===== config.mk =====
export PLATFORM = sky130hd
export DESIGN_NAME = mirror_irq_regs
export DESIGN_NICKNAME = d
export VERILOG_FILES = /design/src/rtl/mirror_irq_pkg.sv /design/src/rtl/mirror_irq_wdec.sv /design/src/rtl/mirror_irq_chan.sv /design/src/rtl/mirror_irq_rdmux.sv /design/src/rtl/mirror_irq_regs.sv
export SDC_FILE = /design/constraint.sdc
export NUM_CORES = 1
export LEC_CHECK = 0
export ABC_CLOCK_PERIOD_IN_PS = 4300
export BUFFER_PORTS_ARGS = -buffer_cell sky130_fd_sc_hd__buf_2
export CORE_MARGIN = 1.5
export CORE_UTILIZATION = 25
export DETAILED_ROUTE_END_ITERATION = 10
export PLACE_DENSITY = 0.59
export SLEW_MARGIN = 25
export SYNTH_ARGS = -nofsm -noshare
export SYNTH_HDL_FRONTEND = slang
export SYNTH_SLANG_ARGS = --single-unit

===== constraint.sdc =====
create_clock -name clk -period 4.3 [get_ports clk]
set_input_delay 0.86 -clock clk [delete_from_list [all_inputs] [get_ports clk]]
set_output_delay 0.86 -clock clk [all_outputs]
set_load 0.02 [all_outputs]

===== src/rtl/mirror_irq_pkg.sv =====
package mirror_irq_pkg;
  localparam int NCH     = 2;
  localparam int CFG_DW  = 32;
  localparam int CFG_BEW = CFG_DW / 8;
  localparam int CFG_AW  = 6;

  localparam logic [7:0] MODE_OFS = 8'h71;

  function automatic logic [7:0] legacy_ofs(input int ch);
    return (ch == 0) ? 8'h50 : 8'h57;
  endfunction

  function automatic int legacy_bit(input int ch);
    return (ch == 0) ? 2 : 4;
  endfunction

  function automatic int mode_pend_bit(input int ch);
    return 2 + ch;
  endfunction

  function automatic int mode_blk_bit(input int ch);
    return 4 + ch;
  endfunction

  function automatic int lane_of(input logic [7:0] ofs);
    return int'(ofs[1:0]);
  endfunction
endpackage


===== src/rtl/mirror_irq_wdec.sv =====
module mirror_irq_wdec
  import mirror_irq_pkg::*;
(
  input  logic               we,
  input  logic [CFG_AW-1:0]  addr,
  input  logic [CFG_BEW-1:0] be,
  input  logic [CFG_DW-1:0]  wdata,
  output logic [NCH-1:0]     leg_touch,
  output logic [NCH-1:0]     leg_clr,
  output logic [NCH-1:0]     mode_touch,
  output logic [NCH-1:0]     mode_clr
);
  localparam int ML = lane_of(MODE_OFS);
  localparam logic [CFG_AW-1:0] MDW = MODE_OFS[CFG_AW+1:2];

  for (genvar c = 0; c < NCH; c++) begin : g_ch
    localparam logic [7:0] LOFS = legacy_ofs(c);
    localparam int LL = lane_of(LOFS);
    localparam logic [CFG_AW-1:0] LDW = LOFS[CFG_AW+1:2];
    localparam int LBIT = LL * 8 + legacy_bit(c);
    localparam int MBIT = ML * 8 + mode_pend_bit(c);

    assign leg_touch[c]  = we && (addr == LDW) && be[LL];
    assign leg_clr[c]    = leg_touch[c] && wdata[LBIT];
    assign mode_touch[c] = we && (addr == MDW) && be[ML];
    assign mode_clr[c]   = mode_touch[c] && wdata[MBIT];
  end
endmodule


===== src/rtl/mirror_irq_chan.sv =====
module mirror_irq_chan (
  input  logic clk,
  input  logic rst,
  input  logic irq_in,
  input  logic leg_touch,
  input  logic leg_clr,
  input  logic mode_touch,
  input  logic mode_clr,
  output logic pend_leg,
  output logic pend_mode,
  output logic pend_nxt
);
  logic irq_q;
  logic rise, fall;
  logic leg_a, mode_a, leg_b, mode_b, leg_n, mode_n;

  assign rise = irq_in & ~irq_q;
  assign fall = ~irq_in & irq_q;

  always_comb begin
    leg_a  = leg_touch  ? (pend_leg  & ~leg_clr)  : pend_leg;
    mode_a = mode_touch ? (pend_mode & ~mode_clr) : pend_mode;
    leg_b  = mode_touch ? mode_a : leg_a;
    mode_b = leg_touch  ? leg_a  : mode_a;
    if (rise) begin
      leg_n  = 1'b1;
      mode_n = 1'b1;
    end else if (fall) begin
      leg_n  = 1'b0;
      mode_n = 1'b0;
    end else begin
      leg_n  = leg_b;
      mode_n = mode_b;
    end
  end

  assign pend_nxt = mode_n;

  always_ff @(posedge clk) begin
    if (rst) begin
      irq_q     <= 1'b0;
      pend_leg  <= 1'b0;
      pend_mode <= 1'b0;
    end else begin
      irq_q     <= irq_in;
      pend_leg  <= leg_n;
      pend_mode <= mode_n;
    end
  end


  mirror_eq_chk: assert property (@(posedge clk) disable iff (rst)
    pend_leg == pend_mode);


  rise_set_chk: assert property (@(posedge clk) disable iff (rst)
    rise |=> (pend_leg && pend_mode));


  fall_clr_chk: assert property (@(posedge clk) disable iff (rst)
    fall |=> (!pend_leg && !pend_mode));


  set_wins_chk: assert property (@(posedge clk) disable iff (rst)
    (rise && (leg_clr || mode_clr)) |=> pend_mode);


  leg_w1c_chk: assert property (@(posedge clk) disable iff (rst)
    (leg_clr && !rise) |=> (!pend_leg && !pend_mode));


  mode_w1c_chk: assert property (@(posedge clk) disable iff (rst)
    (mode_clr && !rise) |=> (!pend_leg && !pend_mode));
endmodule


===== src/rtl/mirror_irq_rdmux.sv =====
module mirror_irq_rdmux
  import mirror_irq_pkg::*;
(
  input  logic [CFG_AW-1:0] addr,
  input  logic [NCH-1:0]    pend_leg,
  input  logic [NCH-1:0]    pend_mode,
  input  logic [NCH-1:0]    blk,
  output logic [CFG_DW-1:0] data
);
  localparam int ML = lane_of(MODE_OFS);
  localparam logic [CFG_AW-1:0] MDW = MODE_OFS[CFG_AW+1:2];

  always_comb begin
    data = '0;
    for (int c = 0; c < NCH; c++) begin
      if (addr == legacy_ofs(c)[CFG_AW+1:2])
        data[lane_of(legacy_ofs(c)) * 8 + legacy_bit(c)] = pend_leg[c];
      if (addr == MDW) begin
        data[ML * 8 + mode_pend_bit(c)] = pend_mode[c];
        data[ML * 8 + mode_blk_bit(c)]  = blk[c];
      end
    end
  end
endmodule


===== src/rtl/mirror_irq_regs.sv =====
module mirror_irq_regs
  import mirror_irq_pkg::*;
(
  input  logic               clk,
  input  logic               rst,
  input  logic               cfg_we,
  input  logic               cfg_re,
  input  logic [CFG_AW-1:0]  cfg_addr,
  input  logic [CFG_BEW-1:0] cfg_be,
  input  logic [CFG_DW-1:0]  cfg_wdata,
  output logic [CFG_DW-1:0]  cfg_rdata,
  input  logic [NCH-1:0]     chan_irq,
  input  logic [NCH-1:0]     chan_block,
  output logic               irq_out
);
  logic [NCH-1:0] leg_touch, leg_clr, mode_touch, mode_clr;
  logic [NCH-1:0] pend_leg, pend_mode, pend_nxt;
  logic [NCH-1:0] blk_q;
  logic [CFG_DW-1:0] rd_comb;

  mirror_irq_wdec u_wdec (
    .we(cfg_we), .addr(cfg_addr), .be(cfg_be), .wdata(cfg_wdata),
    .leg_touch(leg_touch), .leg_clr(leg_clr),
    .mode_touch(mode_touch), .mode_clr(mode_clr)
  );

  for (genvar c = 0; c < NCH; c++) begin : g_chan
    mirror_irq_chan u_chan (
      .clk(clk), .rst(rst), .irq_in(chan_irq[c]),
      .leg_touch(leg_touch[c]), .leg_clr(leg_clr[c]),
      .mode_touch(mode_touch[c]), .mode_clr(mode_clr[c]),
      .pend_leg(pend_leg[c]), .pend_mode(pend_mode[c]),
      .pend_nxt(pend_nxt[c])
    );
  end

  mirror_irq_rdmux u_rdmux (
    .addr(cfg_addr), .pend_leg(pend_leg), .pend_mode(pend_mode),
    .blk(blk_q), .data(rd_comb)
  );

  always_ff @(posedge clk) begin
    if (rst) begin
      blk_q     <= '0;
      irq_out   <= 1'b0;
      cfg_rdata <= '0;
    end else begin
      blk_q   <= chan_block;
      irq_out <= |(pend_nxt & ~chan_block);
      if (cfg_re)
        cfg_rdata <= rd_comb;
    end
  end


  irq_level_chk: assert property (@(posedge clk) disable iff (rst)
    irq_out == |(pend_mode & ~blk_q));


  rdata_hold_chk: assert property (@(posedge clk) disable iff (rst)
    !cfg_re |=> $stable(cfg_rdata));
endmodule


==> flow_metrics.tcl <==
set metrics [dict create \
    drive_above_1_share 0.279 \
    ys_seq_area_frac 0.327 \
    dr_total_vias 713 \
    maxCapViolCount 0 \
    relSlewSlack 0.505 \
    end_kind "flop" \
    fp.dieArea_um2 4050 \
    crit_path_start_kind "input pin" \
    io_buffers 27 \
    pwr_density_cell_nw_per_um2 302 \
    busiest_layer "met2" \
    h-tree-depth 1 \
    dr.first_iter.drc_count 9 \
    cp_slowest_cell "nor4b_1" \
    synthArstFlopShare 0 \
    grt_max_degree 17 \
    die_x_um 63.7 \
    synth_seq_cells 15 \
    yosys-top-cells-area "dfxtp_1 33%, buf_4 21%, nor2_1 4.9%, nor2b_1 4.8%, a21oi_1 3.3%" \
    yosysUniqueCellTypes 31 \
    hold_depth 2 \
    gp_congestion 0.746 \
    period_share 0.502 \
    yosysMostFrequentCell "buf_4" \
    finalMaxSlewViolations 0 \
    cts_buffers 3 \
    synth_largest_area_cell "dfxtp_1" \
    post_cts_buffers 0 \
    dp_hpwl_um 1290 \
    r2r_cells 5 \
    cp_cell_sequence "buf_2, nor4b_1, a31oi_1, mux2i_1, maj3_1, o32ai_2" \
    crit_family "simple AND/OR/NAND/NOR gates" \
    fin_setup_tns_ns 0 \
    grt_usage 0.0850 \
    coreArea_um2 3440 \
    antenna_found_initial 0 \
    synth_top_flop_cell "dfxtp_1" \
    grt_pass1_vias 618 \
    placedInstanceArea_um2 1010 \
    total_power_uw 318 \
    synth_area_per_cell_um2 8.59 \
    worst_pin_slew_ns 0.733 \
    initial_core_util 0.267 \
    yosys-top-cells-count "26 x buf_4, 15 x dfxtp_1, 12 x nor2_1, 7 x nor2b_1" \
    ir_drop_mv 0.210 \
    grtUsageMet3 0.0179 \
    yosysWarnings 0 \
    synth_edf_count 0 \
    hold_slack_ns 0.464 \
    clock_insertion_delay_worst_skew_ns 0.24 \
    ant_nets 0 \
    clkSlewWorstSetupHoldPaths_ns 0.06 \
    clock_skew_ns 0.00153 \
    dieHeight_um 63.7 \
    hold_violations 0 \
    critPathKind "in2reg" \
    cts_tree "built" \
    critical_path_arrival_ns 2.29 \
    clk_path_buf_depth 2 \
    cts.sinks 15 \
    pin_count 83 \
    finalCriticalPeriod_ns 2.16 \
    fmax_ghz 0.463 \
    final_nets 187 \
    worst-path-stages 6 \
    setup_violations 0 \
    dr.pass1.iters 4 \
    drc_errors 0 \
    fillers 389 \
    use_met2 0.141 \
    crit_fanout 5 \
    slowest_delay_ns 0.66 \
    grtUsageMet1 0.101 \
    required_ns 4.43 \
    root_buffer "clkbuf_8" \
    fin_area_um2 1050 \
    netlist_area_um2 920 \
    area_growth_pct 14.6 \
    cts_resized 0 \
    synth_top_area_frac 0.327 \
    ctsHoldBuffers 0 \
    wl_um 1600 \
    crit_buf_inv 1 \
    p_leak_uw 0.000482 \
    routedWlPerCell_um 8.76 \
    hold_path_class "reg2reg" \
    status "completed" \
    via_per_inst 3.92 \
    gr-total-overflow 0 \
    rows 21 \
    synthCells 107 \
    grt_pass1_wl_um 2680 \
    insertedDiodeCount 0 \
    rsz0062_at_grt "no" \
]
==> final cells by class <==
class,count,area [µm²],share of cell area
clock inverter,1,5.00,0.00475
inverter,6,22.5,0.0214
timing repair buffer,27,135,0.128
tap,46,57.6,0.0546
clock buffer,3,41.3,0.0392
sequential,15,300,0.285
multi-input combinational,84,492,0.467
==> layout by cell type, fill, tap and decap left out, drive strengths merged, types with 2 or more instances in the layout <==
cell    count
conb       26
a211oi      2
nand2       3
nor2b       7
nor3        2
nand2b      4
maj3        2
mux2i       2
nand3       3
inv         6
buf        27
a221oi      2
dfxtp      15
nor4b       2
nor2       12
clkbuf      3
a21oi       6
==> power breakdown <==
part	switching, µW	internal, µW
clock network	48.6	64.1
registers	3.06	145
logic	39.0	18.2
total	90.7	227
==> flip-flops by register name (all words and copies together) (netlist names) <==
name                     cells
blk_q                        2
irq_out                      1
g_chan.u_chan.pend_leg       2
cfg_rdata                    6
g_chan.u_chan.pend_mode      2
g_chan.u_chan.irq_q          2
==> per-stage QoR <==
step,setup WS [ns],util,cells
finish,2.14,0.306,182
floorplan,2.12,-,132
CTS,2.12,0.306,182
global route,2.00,0.306,182
detailed placement,1.84,0.293,178
global placement,1.88,0.293,178
==> layer usage <==
layer	part of all wire	wire length, µm
met1	0.46	729
met2	0.46	733
met3	0.065	103
met4	0.018	28
met5	0	0
==> kinds of logic after synthesis <==
| group | Yosys count | share of synthesized area |
|---|---|---|
| DFF | 15 | 0.327 |
| adders and majority gates | 2 | 0.0231 |
| muxes | 2 | 0.0218 |
| and+or+nand+nor | 39 | 0.269 |
| other | 1 | 0.00408 |
| AOI/OAI and AO/OA | 15 | 0.114 |
| buffers and inverters | 33 | 0.241 |
==> worst min-delay path: cells and delay by family (launching register included) <==
family,cells,cell delay (ns)
AO/OA/AOI/OAI,1,0.05
flip-flops,1,0.31
AND/OR/NAND/NOR,1,0.07
==> path summary, 6_finish.rpt <==
| path | startpoint | end | slack (ns) |
|---|---|---|---|
| worst max-delay path | cfg_addr[1] | irq_out$_SDFF_PP0_ | 2.14 |
| worst min-delay path | blk_q[0]$_SDFF_PP0_ | cfg_rdata[12]$_SDFFE_PP0P_ | 0.46 |
| worst max register to register | g_chan[1].u_chan.pend_mode$_SDFF_PP0_ | irq_out$_SDFF_PP0_ | 3.02 |
| worst min register to register | blk_q[0]$_SDFF_PP0_ | cfg_rdata[12]$_SDFFE_PP0P_ | 0.46 |
No activity file was read; power rests on OpenSTA's default activity.
